$ cat src/rtl/sfs_pkg.sv
// Shared constants and state types for the SPI flash command engine.
package sfs_pkg;
    localparam int          CNT_W    = 7;      // width of the byte-count field
    localparam logic [7:0]  OP_RDSR  = 8'h05;  // flash status-read opcode
    localparam int          REG_CTRL = 0;
    localparam int          REG_ADDR = 1;
    localparam int          REG_DIV  = 2;
    localparam int          REG_STAT = 3;

    typedef enum logic [2:0] {SQ_IDLE, SQ_LOAD, SQ_WAIT, SQ_GAP, SQ_FIN} seq_st_t;
    typedef enum logic [1:0] {FK_PRE, FK_CMD, FK_POLL} frame_t;
endpackage

$ cat src/rtl/sfs_shifter.sv
// Mode-0 byte shifter: on start it shifts one byte out MSB first on MOSI and
// one byte in from MISO. SCLK toggles every DIV+1 clocks.
// Assumes start is only raised while the shifter is idle and DIV is held.
module sfs_shifter #(
    parameter int DIV_W = 8
) (
    input  logic             clk,
    input  logic             rst_n,
    input  logic [DIV_W-1:0] div,
    input  logic             start,
    input  logic [7:0]       tx,
    output logic             done,
    output logic [7:0]       rx,
    output logic             sclk,
    output logic             mosi,
    input  logic             miso
);
    logic [DIV_W-1:0] cnt;
    logic [2:0]       bitn;
    logic [7:0]       txs;
    logic             busy_q;

    // Divider, edge generation and bit shifting.
    always_ff @(posedge clk) begin
        if (!rst_n) begin
            cnt <= '0; bitn <= '0; txs <= '0; rx <= '0;
            busy_q <= 1'b0; sclk <= 1'b0; done <= 1'b0;
        end else begin
            done <= 1'b0;
            if (!busy_q) begin
                if (start) begin
                    busy_q <= 1'b1;
                    txs    <= tx;
                    cnt    <= '0;
                    bitn   <= '0;
                end
            end else if (cnt == div) begin
                cnt <= '0;
                if (!sclk) begin
                    sclk <= 1'b1;
                    rx   <= {rx[6:0], miso};
                end else begin
                    sclk <= 1'b0;
                    if (bitn == 3'd7) begin
                        busy_q <= 1'b0;
                        done   <= 1'b1;
                    end else begin
                        bitn <= bitn + 3'd1;
                        txs  <= {txs[6:0], 1'b0};
                    end
                end
            end else begin
                cnt <= cnt + 1'b1;
            end
        end
    end

    assign mosi = txs[7];
endmodule

$ cat src/rtl/sfs_sequencer.sv
// Frame sequencer: builds the prefix, command and status-poll frames, drives
// the chip selects, holds the inter-frame gap and reports when a cycle is done.
// Assumes the command fields stay constant while it is active.
module sfs_sequencer import sfs_pkg::*; #(
    parameter int DIV_W  = 8,
    parameter int BIDX_W = 6
) (
    input  logic              clk,
    input  logic              rst_n,
    input  logic              launch,
    input  logic [7:0]        opcode,
    input  logic [7:0]        prefix,
    input  logic [1:0]        optype,
    input  logic [CNT_W-1:0]  count,
    input  logic              atomic,
    input  logic [24:0]       addr,
    input  logic [DIV_W-1:0]  div,
    input  logic [7:0]        brd,
    input  logic              sh_done,
    input  logic [7:0]        sh_rx,
    output logic              sh_start,
    output logic [7:0]        sh_tx,
    output logic [1:0]        cs_n,
    output logic              active,
    output logic              fin,
    output logic [BIDX_W-1:0] bidx,
    output logic              bwe,
    output logic [7:0]        bwdata
);
    localparam int IW = CNT_W + 1;
    localparam int GW = DIV_W + 2;

    seq_st_t        st;
    frame_t         fk, nk;
    logic           more;
    logic [IW-1:0]  idx, hdr, last;
    logic [GW-1:0]  gcnt, glen;
    logic           dphase, in_frame;
    logic [7:0]     txb;

    // Frame geometry: header length, last byte index, gap length.
    always_comb begin
        hdr = optype[1] ? IW'(4) : IW'(1);
        case (fk)
            FK_PRE:  last = IW'(1);
            FK_POLL: last = IW'(2);
            default: last = hdr + IW'(count);
        endcase
        glen   = (GW'(div) + GW'(1)) << 1;
        dphase = (fk == FK_CMD) && (idx >= hdr);
    end

    // Byte to transmit for the current frame position.
    always_comb begin
        case (fk)
            FK_PRE:  txb = prefix;
            FK_POLL: txb = (idx == '0) ? OP_RDSR : 8'h00;
            default: begin
                if (idx == '0)   txb = opcode;
                else if (!dphase) begin
                    case (idx[1:0])
                        2'd1:    txb = addr[23:16];
                        2'd2:    txb = addr[15:8];
                        default: txb = addr[7:0];
                    endcase
                end
                else             txb = optype[0] ? brd : 8'h00;
            end
        endcase
    end

    // Sequence state machine over frames and gaps.
    always_ff @(posedge clk) begin
        if (!rst_n) begin
            st <= SQ_IDLE; fk <= FK_CMD; nk <= FK_CMD;
            more <= 1'b0; idx <= '0; gcnt <= '0;
        end else begin
            case (st)
                SQ_IDLE: if (launch) begin
                    fk  <= atomic ? FK_PRE : FK_CMD;
                    idx <= '0;
                    st  <= SQ_LOAD;
                end
                SQ_LOAD: st <= SQ_WAIT;
                SQ_WAIT: if (sh_done) begin
                    if (idx + IW'(1) == last) begin
                        st   <= SQ_GAP;
                        gcnt <= '0;
                        case (fk)
                            FK_PRE:  begin nk <= FK_CMD;  more <= 1'b1;     end
                            FK_CMD:  begin nk <= FK_POLL; more <= atomic;   end
                            default: begin nk <= FK_POLL; more <= sh_rx[0]; end
                        endcase
                    end else begin
                        idx <= idx + IW'(1);
                        st  <= SQ_LOAD;
                    end
                end
                SQ_GAP: if (gcnt == glen - GW'(1)) begin
                    if (more) begin
                        fk  <= nk;
                        idx <= '0;
                        st  <= SQ_LOAD;
                    end else begin
                        st  <= SQ_FIN;
                    end
                end else begin
                    gcnt <= gcnt + GW'(1);
                end
                SQ_FIN:  st <= SQ_IDLE;
                default: st <= SQ_IDLE;
            endcase
        end
    end

    // Outputs toward the shifter, the buffer and the pins.
    always_comb begin
        in_frame = (st == SQ_LOAD) || (st == SQ_WAIT);
        cs_n     = in_frame ? (addr[24] ? 2'b01 : 2'b10) : 2'b11;
        active   = (st != SQ_IDLE);
        fin      = (st == SQ_FIN);
        sh_start = (st == SQ_LOAD);
        sh_tx    = txb;
        bidx     = BIDX_W'(idx - hdr);
        bwe      = (st == SQ_WAIT) && sh_done && dphase && !optype[0];
        bwdata   = sh_rx;
    end
endmodule

$ cat src/rtl/sfs_regs.sv
// Register file: command, address, divider, status and data buffer. It
// accepts go, checks the byte count, holds go pending behind a direct read and
// refuses writes while busy. Assumes the data window is reg_addr MSB set.
module sfs_regs import sfs_pkg::*; #(
    parameter int BUF_BYTES = 64,
    parameter int BIDX_W    = 6,
    parameter int DIV_W     = 8,
    parameter int AW        = 5
) (
    input  logic              clk,
    input  logic              rst_n,
    input  logic              reg_we,
    input  logic [AW-1:0]     reg_addr,
    input  logic [31:0]       reg_wdata,
    output logic [31:0]       reg_rdata,
    input  logic              dr_req,
    input  logic              active,
    input  logic              fin,
    output logic              launch,
    output logic [7:0]        opcode,
    output logic [7:0]        prefix,
    output logic [1:0]        optype,
    output logic [CNT_W-1:0]  count,
    output logic              atomic,
    output logic [24:0]       addr_q,
    output logic [DIV_W-1:0]  div_q,
    input  logic [BIDX_W-1:0] bidx,
    output logic [7:0]        brd,
    input  logic              bwe,
    input  logic [7:0]        bwdata
);
    localparam int NW  = BUF_BYTES / 4;
    localparam int WIW = $clog2(NW);

    logic [31:0]      bufw [NW];
    logic             done_q, fcerr_q, pend_q, busy;
    logic             sel_ctrl, sel_addr, sel_div, sel_stat, sel_data, go_try, bad_cnt;
    logic [CNT_W-1:0] wcnt;

    // Write decode and go qualification.
    always_comb begin
        busy     = pend_q | active;
        sel_ctrl = reg_we && (reg_addr == AW'(REG_CTRL));
        sel_addr = reg_we && (reg_addr == AW'(REG_ADDR));
        sel_div  = reg_we && (reg_addr == AW'(REG_DIV));
        sel_stat = reg_we && (reg_addr == AW'(REG_STAT));
        sel_data = reg_we && reg_addr[AW-1];
        wcnt     = reg_wdata[16 +: CNT_W];
        bad_cnt  = (wcnt == '0) || (wcnt > CNT_W'(BUF_BYTES));
        go_try   = sel_ctrl && !busy && reg_wdata[31] && !done_q;
        launch   = pend_q && !active && !dr_req;
    end

    // Command, address, divider and status flags.
    always_ff @(posedge clk) begin
        if (!rst_n) begin
            opcode <= '0; prefix <= '0; optype <= '0; count <= '0; atomic <= 1'b0;
            addr_q <= '0; div_q <= '0; done_q <= 1'b0; fcerr_q <= 1'b0; pend_q <= 1'b0;
        end else begin
            if (sel_ctrl && !busy) begin
                opcode <= reg_wdata[7:0];
                prefix <= reg_wdata[15:8];
                count  <= wcnt;
                optype <= reg_wdata[25:24];
                atomic <= reg_wdata[28];
            end
            if (sel_addr && !busy) addr_q <= reg_wdata[24:0];
            if (sel_div && !busy)  div_q  <= reg_wdata[DIV_W-1:0];
            if (launch)                    pend_q <= 1'b0;
            else if (go_try && !bad_cnt)   pend_q <= 1'b1;
            if (((sel_ctrl || sel_addr || sel_data) && busy) || (go_try && bad_cnt))
                fcerr_q <= 1'b1;
            else if (sel_stat && reg_wdata[1])
                fcerr_q <= 1'b0;
            if (fin)                           done_q <= 1'b1;
            else if (sel_stat && reg_wdata[0]) done_q <= 1'b0;
        end
    end

    // Data buffer: bus word writes when idle, engine byte writes when active.
    always_ff @(posedge clk) begin
        if (!rst_n) begin
            for (int i = 0; i < NW; i++) bufw[i] <= '0;
        end else if (sel_data && !busy) begin
            bufw[reg_addr[WIW-1:0]] <= reg_wdata;
        end else if (bwe) begin
            bufw[bidx[BIDX_W-1:2]][8*bidx[1:0] +: 8] <= bwdata;
        end
    end

    assign brd = bufw[bidx[BIDX_W-1:2]][8*bidx[1:0] +: 8];

    // Register read mux.
    always_comb begin
        if (reg_addr[AW-1]) reg_rdata = bufw[reg_addr[WIW-1:0]];
        else begin
            case (reg_addr)
                AW'(REG_CTRL): reg_rdata = {3'b0, atomic, 2'b0, optype, 1'b0, count, prefix, opcode};
                AW'(REG_ADDR): reg_rdata = {7'b0, addr_q};
                AW'(REG_DIV):  reg_rdata = 32'(div_q);
                AW'(REG_STAT): reg_rdata = {28'b0, pend_q, busy, fcerr_q, done_q};
                default:       reg_rdata = '0;
            endcase
        end
    end
endmodule

$ cat src/rtl/spi_flash_seq.sv
// Top of the SPI flash command engine: register file, frame sequencer and
// byte shifter, plus the grant to the direct memory-read path.
// Assumes dr_req stays high for as long as the direct read uses the pins.
module spi_flash_seq import sfs_pkg::*; #(
    parameter int BUF_BYTES = 64,
    parameter int DIV_W     = 8,
    parameter int AW        = 5
) (
    input  logic          clk,
    input  logic          rst_n,
    input  logic          reg_we,
    input  logic [AW-1:0] reg_addr,
    input  logic [31:0]   reg_wdata,
    output logic [31:0]   reg_rdata,
    input  logic          dr_req,
    output logic          dr_gnt,
    output logic          spi_sclk,
    output logic          spi_mosi,
    input  logic          spi_miso,
    output logic [1:0]    spi_cs_n
);
    localparam int BIDX_W = $clog2(BUF_BYTES);

    logic              launch, seq_active, fin, sh_start, sh_done, bwe, atomic;
    logic [7:0]        opcode, prefix, sh_tx, sh_rx, brd, bwdata;
    logic [1:0]        optype;
    logic [CNT_W-1:0]  count;
    logic [24:0]       addr_q;
    logic [DIV_W-1:0]  div_q;
    logic [BIDX_W-1:0] bidx;

    sfs_regs #(.BUF_BYTES(BUF_BYTES), .BIDX_W(BIDX_W), .DIV_W(DIV_W), .AW(AW)) i_regs (
        .clk(clk), .rst_n(rst_n), .reg_we(reg_we), .reg_addr(reg_addr),
        .reg_wdata(reg_wdata), .reg_rdata(reg_rdata), .dr_req(dr_req),
        .active(seq_active), .fin(fin), .launch(launch), .opcode(opcode),
        .prefix(prefix), .optype(optype), .count(count), .atomic(atomic),
        .addr_q(addr_q), .div_q(div_q), .bidx(bidx), .brd(brd),
        .bwe(bwe), .bwdata(bwdata)
    );

    sfs_sequencer #(.DIV_W(DIV_W), .BIDX_W(BIDX_W)) i_seq (
        .clk(clk), .rst_n(rst_n), .launch(launch), .opcode(opcode),
        .prefix(prefix), .optype(optype), .count(count), .atomic(atomic),
        .addr(addr_q), .div(div_q), .brd(brd), .sh_done(sh_done),
        .sh_rx(sh_rx), .sh_start(sh_start), .sh_tx(sh_tx), .cs_n(spi_cs_n),
        .active(seq_active), .fin(fin), .bidx(bidx), .bwe(bwe), .bwdata(bwdata)
    );

    sfs_shifter #(.DIV_W(DIV_W)) i_shift (
        .clk(clk), .rst_n(rst_n), .div(div_q), .start(sh_start), .tx(sh_tx),
        .done(sh_done), .rx(sh_rx), .sclk(spi_sclk), .mosi(spi_mosi),
        .miso(spi_miso)
    );

    // The direct-read path owns the pins only while no cycle is active.
    assign dr_gnt = dr_req && !seq_active;
endmodule

$ cat config.mk
export PLATFORM = sky130hd
export DESIGN_NAME = spi_flash_seq
export DESIGN_NICKNAME = d
export VERILOG_FILES = /design/src/rtl/sfs_pkg.sv /design/src/rtl/sfs_shifter.sv /design/src/rtl/sfs_sequencer.sv /design/src/rtl/sfs_regs.sv /design/src/rtl/spi_flash_seq.sv
export SDC_FILE = /design/constraint.sdc
export NUM_CORES = 1
export LEC_CHECK = 0
export BUFFER_PORTS_ARGS = -buffer_cell sky130_fd_sc_hd__buf_2
export CORE_MARGIN = 10
export CORE_UTILIZATION = 35
export CTS_BUF_LIST = sky130_fd_sc_hd__clkbuf_8
export CTS_CLUSTER_SIZE = 12
export DETAILED_ROUTE_END_ITERATION = 16
export RECOVER_POWER = 25
export SLEW_MARGIN = 20
export SYNTH_ARGS = -nofsm -noshare
export SYNTH_HDL_FRONTEND = slang
export SYNTH_SLANG_ARGS = --single-unit
$ cat constraint.sdc
create_clock -name clk -period 5.8 [get_ports clk]
set_input_delay 1.45 -clock clk [delete_from_list [all_inputs] [get_ports clk]]
set_output_delay 1.45 -clock clk [all_outputs]
set_load 0.05 [all_outputs]
==> impl_metrics.tcl <==
set metrics [dict create \
    yosysTopAreaCell "edfxtp_1" \
    cts_buffers 100 \
    vias 25300 \
    die-height_um 333 \
    first_pass_iters 6 \
    fin_nets 2982 \
    end_kind "output port" \
    top_register "i_regs.bufw" \
    cts_tree "done" \
    arrival_ps 3990 \
    synth_ff_type "edfxtp_1" \
    die_w_um 333 \
    seqPwrFrac 0.530 \
    grt_pass1_vias 24700 \
    fin_util 0.391 \
    pwr_density_cell_nw_per_um2 253 \
    clk_pin_slew_ps 60 \
    switching_power_mw 2.45 \
    drc_errors 0 \
    clock_skew_ps 47.0 \
    synth_area_um2 34300 \
    tightest_slew_ps 3220 \
    io_pins 79 \
    wire_per_inst_um 26.3 \
    period_minus_slack_ps 5440 \
    critical_path_class "in -> out" \
    drv_slew 200 \
    initial_core_util 0.354 \
    hold_slack_ps 444 \
    viasPerCell 5.91 \
    synthTopCellsByArea "edfxtp_1, mux4_2, dfxtp_1, nor2_1, nand2_1" \
    grt_pass1_wl_um 166000 \
    status "finished, violations left" \
    yosysTopAreaCellShare 0.449 \
    io_buffers 78 \
    regArea_um2 17700 \
    synth-edff-count 512 \
    clockBufferDepth 3 \
    numClockSinks 630 \
    setup_tns_ps 0 \
    grt_max_degree 72 \
    ys_ff_latch 630 \
    dpl_worst_slack_ps 348 \
    ys_seq_area_frac 0.518 \
    synthesis.nets 2920 \
    final_cells 4272 \
    fin_crit_sh 0.939 \
    violations "max-capacitance violations, max-slew violations" \
    leakagePower_nw 13.8 \
    max-vdd-ir-drop_mv 0.135 \
    yosysWarnings 0 \
    synth_common_cells "nor2_1, edfxtp_1, nand2_1" \
    fin_ws_ps 356 \
    setup_viol 0 \
    slew_headroom -1.14 \
    multi_input_area_um2 15400 \
    grt_antenna_before_repair 3 \
    rsz0062_at_grt "no" \
    synth_cell_types 87 \
    fillers 9243 \
    insertion_delay_ps 740 \
    swShare 0.256 \
    intPower_mw 7.11 \
    netlist_instances 2859 \
    worst-endpoint-required_ps 4350 \
    synthMostInstantiatedCell "nor2_1" \
    die_area_um2 111000 \
    async_reset_ff_frac 0 \
    gp_congestion 0.939 \
    cts_resized 0 \
    drt_iter0_drc 3043 \
    dp_hpwl_um 81800 \
    grtUsageTotal 0.197 \
    rows 114 \
    power_frac_comb 0.085 \
    ant_nets 0 \
    cp-start-kind "primary input" \
    share_clk_of_total_power 0.384 \
    largest_reg_flops 512 \
    post_cts_buffers 0 \
    dp.cells 4095 \
    wl_um 112000 \
    htree_levels 3 \
    crit_fanout 67 \
    top_regs "i_regs.bufw x512, i_regs.addr_q x25, i_seq.gcnt x10" \
    clockRootBuffer "clkbuf_8" \
    coreArea_um2 96900 \
    cts_hold_buf 0 \
    hold_path_class "reg -> reg" \
    area_growth_pct 10.5 \
    syn_avg_cell_area_um2 12.0 \
    fmaxAchievable_ghz 0.184 \
    grt_overflow_total 0 \
    maxCapViolations 6 \
    drive_gt1_frac 0.213 \
    finalHoldViolCount 0 \
]
-- cells by family after synthesis --
group | count (synthesis) | synth area share
adder cells (fa/ha/maj) | 19 | 0.00694
AO/OA/AOI/OAI | 361 | 0.0705
AND/OR/NAND/NOR | 1228 | 0.160
multiplexers | 339 | 0.203
buffers and inverters | 242 | 0.0306
XOR/XNOR | 40 | 0.0108
flip-flops | 630 | 0.518
-- per-layer routing --
layer | share of wire | wire [um] | vias to the layer above | track usage
met3 | 0.095 | 10700 | 258 | 0.0415
met1 | 0.39 | 43900 | 12700 | 0.255
li1 | - | - | 10900 | -
met5 | 0.00011 | 12 | - | 0
met4 | 0.042 | 4680 | 2 | 0.0809
met2 | 0.47 | 53000 | 1412 | 0.321
-- per-stage QoR --
stage | power [mW] | cell area (um2)
floorplan | 5.65 | 34300
global placement | 5.97 | 36200
detailed placement | 5.98 | 36200
global route | 9.84 | 37800
CTS | 9.59 | 38100
finish | 9.56 | 37800
-- worst paths after layout --
kind               startpoint              to  slack, ps  depth (start not counted)
max               reg_addr[0]    reg_rdata[7]        360                          7
min               i_seq.nk[0]     i_seq.nk[0]        440                          2
max reg2reg  i_regs.optype[1]  i_shift.txs[7]        410                         11
min reg2reg       i_seq.nk[0]     i_seq.nk[0]        440                          2
-- final cells by class --
| type | count | area share |
|---|---|---|
| flip-flops and latches | 630 | 0.469 |
| multi-input cells | 1987 | 0.408 |
| well taps | 1276 | 0.0422 |
| clock buffers | 105 | 0.0382 |
| repair buffers | 174 | 0.0289 |
| clock inverters | 69 | 0.0105 |
| inverters | 28 | 0.00281 |
| diodes | 3 | 0.000198 |
-- layout by cell type (no fill, tap or decap), types with 63 or more instances in the layout --
cell and instances:
edfxtp_1 512, nand3_1 91, mux4_2 284, dfxtp_1 118, o21ai_0 63, nor2_1 598, nand2_1 323, clkbuf_8 105
a21oi_1 150, buf_2 70
-- power by group through the flow --
stage | Clock, mW | Sequential (mW) | Combinational, mW
2_1_floorplan | 0 | 5.11 | 0.546
3_3_place_gp | 0 | 5.16 | 0.811
3_5_place_dp | 0 | 5.16 | 0.818
4_1_cts | 3.71 | 5.06 | 0.820
5_1_grt | 3.91 | 5.07 | 0.856
6_report | 3.68 | 5.07 | 0.816
-- critical path, stage by stage --
cell	delay (ps)
buf_8	600
buf_4	370
mux4_2	560
mux4_2	480
nand2_1	80
o21ai_0	150
buf_2	270
No activity file was read; power rests on OpenSTA's default activity.
